==> src/rtl/axcap_pkg.sv <==
package axcap_pkg;

    localparam int NUM_CNT = 2;

    typedef enum logic [1:0] {
        SEL_NONE  = 2'd0,
        SEL_PULSE = 2'd1,
        SEL_ENC   = 2'd2,
        SEL_BOTH  = 2'd3
    } sel_e;

    typedef struct packed {
        sel_e zero_clr;
        sel_e zero_ltc;
        sel_e lat_ltc;
    } mode_t;

    // bit 0 = pulse counter, bit 1 = encoder counter
    function automatic logic [NUM_CNT-1:0] copy_mask(mode_t m, logic lock);
        logic [NUM_CNT-1:0] r;
        r = logic'(m.lat_ltc) | logic'(m.zero_ltc);
        r = NUM_CNT'(m.lat_ltc) | NUM_CNT'(m.zero_ltc);
        if (lock && (r != '0)) begin
            r = '1;
        end
        return r;
    endfunction

    function automatic logic [NUM_CNT-1:0] sel_bits(sel_e s);
        return NUM_CNT'(s);
    endfunction

endpackage

==> src/rtl/axcap_sync_edge.sv <==
module axcap_sync_edge #(
    parameter int STAGES = 2
) (
    input  logic clk,
    input  logic rst,
    input  logic din,
    output logic rise
);
    logic [STAGES-1:0] chain;
    logic              prev;

    always_ff @(posedge clk) begin
        if (rst) begin
            chain <= '0;
            prev  <= 1'b0;
        end else begin
            chain <= {chain[STAGES-2:0], din};
            prev  <= chain[STAGES-1];
        end
    end

    assign rise = chain[STAGES-1] & ~prev;

    // an event produces a single-cycle action pulse
    a_r4_single_pulse: assert property (@(posedge clk) disable iff (rst)
        rise |=> !rise);

endmodule

==> src/rtl/axcap_mode_reg.sv <==
module axcap_mode_reg
    import axcap_pkg::*;
(
    input  logic  clk,
    input  logic  rst,
    input  logic  wr_en,
    input  logic  busy,
    input  mode_t wr_mode,
    output mode_t mode_q,
    output logic  wr_err
);
    always_ff @(posedge clk) begin
        if (rst) begin
            mode_q <= '{zero_clr: SEL_NONE, zero_ltc: SEL_NONE, lat_ltc: SEL_NONE};
            wr_err <= 1'b0;
        end else if (wr_en) begin
            if (busy) begin
                wr_err <= 1'b1;
            end else begin
                mode_q <= wr_mode;
                wr_err <= 1'b0;
            end
        end
    end

    a_r1_reset_mode: assert property (@(posedge clk)
        rst |=> (mode_q == '0 && !wr_err));

    a_r11_busy_reject: assert property (@(posedge clk) disable iff (rst)
        (wr_en && busy) |=> (wr_err && mode_q == $past(mode_q)));

endmodule

==> src/rtl/axcap_count_unit.sv <==
module axcap_count_unit #(
    parameter int W = 32
) (
    input  logic         clk,
    input  logic         rst,
    input  logic         step,
    input  logic         zero,
    input  logic         cap,
    input  logic         rd_clr,
    output logic [W-1:0] cnt,
    output logic [W-1:0] lat,
    output logic         valid
);
    always_ff @(posedge clk) begin
        if (rst) begin
            cnt <= '0;
        end else if (zero) begin
            cnt <= '0;
        end else if (step) begin
            cnt <= cnt + W'(1);
        end
    end

    always_ff @(posedge clk) begin
        if (rst) begin
            lat   <= '0;
            valid <= 1'b0;
        end else begin
            if (cap) begin
                lat <= cnt;
            end
            if (cap) begin
                valid <= 1'b1;
            end else if (rd_clr) begin
                valid <= 1'b0;
            end
        end
    end

    a_r2_count_step: assert property (@(posedge clk) disable iff (rst)
        (step && !zero) |=> (cnt == $past(cnt) + W'(1)));

    a_r9_zero_wins: assert property (@(posedge clk) disable iff (rst)
        zero |=> (cnt == '0));

    a_r3_capture_old: assert property (@(posedge clk) disable iff (rst)
        cap |=> (lat == $past(cnt)));

    a_r10_valid_set: assert property (@(posedge clk) disable iff (rst)
        cap |=> valid);

endmodule

==> src/rtl/axis_count_capture.sv <==
module axis_count_capture
    import axcap_pkg::*;
#(
    parameter int CNT_W     = 32,
    parameter int SYNC_STGS = 2
) (
    input  logic             clk,
    input  logic             rst,
    input  logic             pulse_step,
    input  logic             enc_step,
    input  logic             ltc_in,
    input  logic             clr_in,
    input  logic             ltc_enable,
    input  logic             clr_support,
    input  logic             lock_both,
    input  logic             busy,
    input  logic             wr_en,
    input  logic [1:0]       wr_lat_sel,
    input  logic [1:0]       wr_zero_ltc,
    input  logic [1:0]       wr_zero_clr,
    output logic             wr_err,
    input  logic             rd_en,
    input  logic             rd_sel,
    output logic [CNT_W-1:0] rd_data,
    output logic             pulse_valid,
    output logic             enc_valid,
    output logic [CNT_W-1:0] pulse_count,
    output logic [CNT_W-1:0] enc_count
);
    mode_t                             wr_mode;
    mode_t                             mode_q;
    logic                              ltc_rise;
    logic                              clr_rise;
    logic                              ltc_ok;
    logic                              clr_ok;
    logic [NUM_CNT-1:0]                step_v;
    logic [NUM_CNT-1:0]                zero_v;
    logic [NUM_CNT-1:0]                cap_v;
    logic [NUM_CNT-1:0]                rdclr_v;
    logic [NUM_CNT-1:0]                valid_v;
    logic [NUM_CNT-1:0][CNT_W-1:0]     cnt_v;
    logic [NUM_CNT-1:0][CNT_W-1:0]     lat_v;

    always_comb begin
        wr_mode.lat_ltc  = sel_e'(wr_lat_sel);
        wr_mode.zero_ltc = sel_e'(wr_zero_ltc);
        wr_mode.zero_clr = sel_e'(wr_zero_clr);
    end

    axcap_mode_reg u_mode (
        .clk     (clk),
        .rst     (rst),
        .wr_en   (wr_en),
        .busy    (busy),
        .wr_mode (wr_mode),
        .mode_q  (mode_q),
        .wr_err  (wr_err)
    );

    axcap_sync_edge #(.STAGES(SYNC_STGS)) u_ltc_edge (
        .clk  (clk),
        .rst  (rst),
        .din  (ltc_in),
        .rise (ltc_rise)
    );

    axcap_sync_edge #(.STAGES(SYNC_STGS)) u_clr_edge (
        .clk  (clk),
        .rst  (rst),
        .din  (clr_in),
        .rise (clr_rise)
    );

    assign ltc_ok = ltc_rise & ltc_enable;
    assign clr_ok = clr_rise & clr_support;

    always_comb begin
        cap_v  = ltc_ok ? copy_mask(mode_q, lock_both) : '0;
        zero_v = (ltc_ok ? sel_bits(mode_q.zero_ltc) : '0)
               | (clr_ok ? sel_bits(mode_q.zero_clr) : '0);
    end

    assign step_v = {enc_step, pulse_step};

    for (genvar i = 0; i < NUM_CNT; i++) begin : g_cnt
        assign rdclr_v[i] = rd_en && (rd_sel == i[0]);

        axcap_count_unit #(.W(CNT_W)) u_unit (
            .clk    (clk),
            .rst    (rst),
            .step   (step_v[i]),
            .zero   (zero_v[i]),
            .cap    (cap_v[i]),
            .rd_clr (rdclr_v[i]),
            .cnt    (cnt_v[i]),
            .lat    (lat_v[i]),
            .valid  (valid_v[i])
        );
    end

    assign rd_data     = lat_v[rd_sel];
    assign pulse_count = cnt_v[0];
    assign enc_count   = cnt_v[1];
    assign pulse_valid = valid_v[0];
    assign enc_valid   = valid_v[1];

    // zeroing a counter on a capture event always saves it first
    a_r5_zero_implies_copy: assert property (@(posedge clk) disable iff (rst)
        (zero_v[0] && ltc_ok && mode_q.zero_ltc[0]) |=> pulse_valid);

    // with capture disabled, no valid flag rises without a zero event path
    a_r7_ltc_gated: assert property (@(posedge clk) disable iff (rst)
        (!ltc_enable && !pulse_valid) |=> !pulse_valid);

endmodule

==> config.mk <==
export PLATFORM = sky130hd
export DESIGN_NAME = axis_count_capture
export DESIGN_NICKNAME = d
export VERILOG_FILES = /design/src/rtl/axcap_pkg.sv /design/src/rtl/axcap_sync_edge.sv /design/src/rtl/axcap_mode_reg.sv /design/src/rtl/axcap_count_unit.sv /design/src/rtl/axis_count_capture.sv
export SDC_FILE = /design/constraint.sdc
export NUM_CORES = 1
export LEC_CHECK = 0
export BUFFER_PORTS_ARGS = -buffer_cell sky130_fd_sc_hd__buf_2
export CAP_MARGIN = 20
export CORE_UTILIZATION = 50
export CTS_CLUSTER_DIAMETER = 60
export DETAILED_ROUTE_END_ITERATION = 16
export HOLD_SLACK_MARGIN = 0.05
export PLACE_DENSITY = 0.79
export SYNTH_ARGS = -nofsm -noshare
export SYNTH_HDL_FRONTEND = slang
export SYNTH_SLANG_ARGS = --single-unit
export TNS_END_PERCENT = 100
==> constraint.sdc <==
create_clock -name clk -period 6 [get_ports clk]
set_clock_uncertainty 0.1 [all_clocks]
set_input_delay 0.6 -clock clk [delete_from_list [all_inputs] [get_ports clk]]
set_output_delay 0.6 -clock clk [all_outputs]
set_load 0.005 [all_outputs]
Word level (Yosys, flattened, before mapping)
Index checks and enable logic that the tools add are counted.

Bitwise gates (word level): 10. Reductions and logical operators: 9. $lt $le $gt $ge: 1. $add $sub $neg: 2. Mux-type cells: 11.

Operator list (number): $add 32x1->32 const B (2); $mux 32 (2); $mux 2 (4); $reduce_bool 2->1 (3); $mux 1 (5); $and 1x1->1 (4); $not 1->1 (4); $or 2x2->2 (2); $reduce_or 2->1 (2); $logic_and 1x1->1 (3); $lt 1x2->1 const B (1); $reduce_and 2->1 (1).

Flip-flop bits (word level): 143. Input port bits: 19. Output and inout port bits: 99. Logic and storage cells: 47.

Depth between registers and ports, before layout
Word-level depth: 6. Gate-level depth with buffers: 7. Mapped depth without buffers: 5.

Modules after synthesis
From an unflattened synthesis, not the netlist that was laid out.

Cell total of the unflattened synthesis: 671. Area total of the unflattened synthesis: 6480.0 um2.

By module, submodules not included: axcap_count_unit (area each 2688.8 um2, times used 2, cells each 290, seq. area each 1301.2 um2); axis_count_capture (area each 601.8 um2, times used 1, cells each 48, seq. area each 0.0 um2); axcap_mode_reg (area each 325.3 um2, times used 1, cells each 29, seq. area each 140.1 um2); axcap_sync_edge (area each 87.6 um2, times used 2, cells each 7, seq. area each 60.1 um2).

Least setup slack after synthesis
Ideal clock, no wire load.

Kind: input-to-reg. Start point: in enc_step. End point: reg g_cnt[1].u_unit.cnt[31]. Library setup time: 0.070 ns. Arrival: 2.220 ns. Stages on the path: 6. Required time: 5.830 ns. Setup slack: 3.610 ns. Path buffers: 2. Cells stage by stage: buf_2 nand4_2 or4_1 clkbuf_1 or4_1 a21oi_1.

RTL lines: from (decl) (line axis_count_capture.sv:10) `input logic enc_step,`; to (signal assigned) (line axcap_count_unit.sv:20) `cnt <= cnt + W'(1);`; to (decl) (line axcap_count_unit.sv:10) `output logic [W-1:0] cnt,`.

Worst setup path after layout
Start point: in rd_sel. End point: out rd_data[16].

Cells in the longest elaborated chain, start to end: 2.

RTL lines: from (decl) (line axis_count_capture.sv:23) `input logic rd_sel,`; $mux 32 (not written as such) (2 in series) (line axis_count_capture.sv:101) `assign rd_data = lat_v[rd_sel];`; to (decl) (line axis_count_capture.sv:24) `output logic [CNT_W-1:0] rd_data,`.

No other way between the ends. The select of a mux whose other input is x is not followed.

==> results.txt <==
run status = finished clean
Required @ worst endpoint = 5.30 ns
Gate Count Post-Synth = 733
RSZ-0062 raised after global routing = false
Yosys cell types = 42
# nets final = 847
synthesized area per cell = 8.45 µm²
crit share post-route = 0.413
final wirelength = 15000 µm
Setup TNS = 0 ns
Sink Count = 143
number of global-route vias before repair = 5148
fmax = 403 MHz
Die Y = 113 µm
Net Sw Frac = 0.207
crit path kind = primary input to output pin
Net Switching = 0.422 mW
grt ovf = 0
Worst-Margin Slew = 1.09 ns
final hold vios = 0
setup repair bufs after CTS = 0
Initial Util = 0.513
dominant cell type by area after synthesis = dfxtp_1
Synth area leaders = dfxtp_1, nand2_1, a21oi_1
clock group share of total power = 0.499
HP Class = primary input to flip-flop
Initial DRT Pass Iterations = 4
largest net degree at the start of global routing = 52
Crit path arrival time = 1.78 ns
worst-skew pair later-pin latency = 0.42 ns
Synth Cell Area = 0.00619 mm²
sequential share of the synthesized area = 0.462
Flop pwr share = 0.473
Pint = 1.62 mW
Residual DRC = 0
Design Power = 2.04 mW
fraction of power consumed by combinational cells = 0.028
IO buf count = 117
Rows = 40
Lkg Pwr = 2.85 nW
drt wl/cell = 15.0 µm
core box area = 0.0121 mm²
routed vias/inst = 5.55
syn_nets = 754
first-pass GRT wire length = 24800 µm
H-tree levels = 4
crit path launch type = primary input
Die X = 113 µm
initial antenna violation count = 0
Worst-path clk slew = 0.06 ns
CTS Root Buffer Type = clkbuf_16
clock buffer depth = 2
PD cells = 276 mW/mm²
n_diodes = 0
minimum clock period = 2.48 ns
share of cells above drive strength 1 = 0.232
via count = 5579
hold_buf cts = 0
DP Wirelength = 10400 µm
post-CTS sizing = 0
CTS tree = yes
Crit. End Element = output pin
number of synthesized register bits = 143
YS warnings = 0
worst vdd ir = 0.159 mV
Reg2Reg Setup Slack = 3.63 ns
Layout area overhead = 19.5%
Max Slew Vio Count = 0
initial DRC count = 386
most frequent cells in the layout = nand2_1, dfxtp_1, buf_2
commonest non-fill, non-tap cell in the layout = nand2_1
Num CTS Buffers = 17
Final setup viols = 0
Max-cap violations = 0
antenna viol nets, final = 0
die area = 0.0128 mm²
# IOs = 118
GP Congestion = 0.784
Slew headroom = 0.272
crit-path max FO = 34
gr usage total = 0.243
Synth top area share = 0.462
[stage by stage]
step,instance area (µm²),worst slack [ns],hold slack [ns],util,std cells
2_1_floorplan,6190,3.61,0.314,-,733
3_3_place_gp,6820,3.11,0.320,0.566,975
5_1_grt,7400,3.32,0.301,0.614,1005
6_report,7400,3.52,0.289,0.614,1005
4_1_cts,7400,3.53,0.280,0.614,1005
3_5_place_dp,6820,3.10,0.333,0.566,975
[layer usage]
metal,global-route usage,routed length (µm)
met3,0.0761,1030
met2,0.383,6890
met5,0,0
met1,0.312,6840
met4,0.0939,273
[kinds of logic after synthesis]
logic type                 count (synthesis)  share of synthesized area
xor gates and xnor gates                  24                     0.0339
AOI/OAI and AO/OA                        145                      0.131
DFF                                      143                      0.462
buffers and inverters                     55                     0.0370
and+or+nand+nor                          321                      0.256
muxes                                     43                     0.0760
adders and majority gates                  2                    0.00404
[Yosys cell counts, drive strengths merged]
master and n:
a21o 2, a21oi 102, and2 1, and3 9
and4 5, and4b 4, buf 10, clkbuf 36
dfxtp 143, ha 2, inv 9, mux2 32
mux2i 11, nand2 156, nand2b 1, nand3 23
nand3b 1, nand4 20, nand4b 1, nor2 38
nor2b 7, nor3 8, nor4 3, o21a 4
o21ai 11, o31ai 24, o41ai 2, or2 3
or3 10, or3b 1, or4 30, xnor2 11
xor2 13
[critical path, cell delays in order]
cell,delay [ns]
buf_2,0.59
mux2_2,0.44
buf_2,0.13
[layout make-up]
cell class | count | area, µm²
clock buffer | 25 | 526
clock inverter | 5 | 52.6
fill | 1044 | 4660
inverter | 9 | 33.8
multi-input combinational | 535 | 3110
sequential | 143 | 2860
tap | 168 | 210
timing repair buffer | 120 | 608
[path summary, 6_finish.rpt]
path,startpoint,end,cells after the start
setup / recovery,rd_sel,rd_data[16],3
hold / removal,ltc_in,u_ltc_edge.chain[0],2
setup reg to reg,g_cnt[0].u_unit.cnt[12],g_cnt[0].u_unit.cnt[31],4
hold reg to reg,u_clr_edge.chain[0],u_clr_edge.chain[1],1
[state kept, by name, summed over array words and instances, names as in the netlist]
name and count:
g_cnt.u_unit.cnt 64, g_cnt.u_unit.valid 2, u_ltc_edge.chain 2, u_ltc_edge.prev 1
u_mode.wr_err 1, u_clr_edge.chain 2, u_clr_edge.prev 1, u_mode.mode_q 6
g_cnt.u_unit.lat 64
[power by group through the flow]
stage                     Combinational (mW)  Clock, mW  Sequential, mW
after global placement                0.0561          0           0.985
after detailed placement              0.0566          0           0.986
final                                 0.0565       1.02           0.965
after floorplan                       0.0403          0           0.984
after CTS                             0.0569       1.03           0.965
after global routing                  0.0630       1.08           0.966
(Power assumes the default switching activity.)
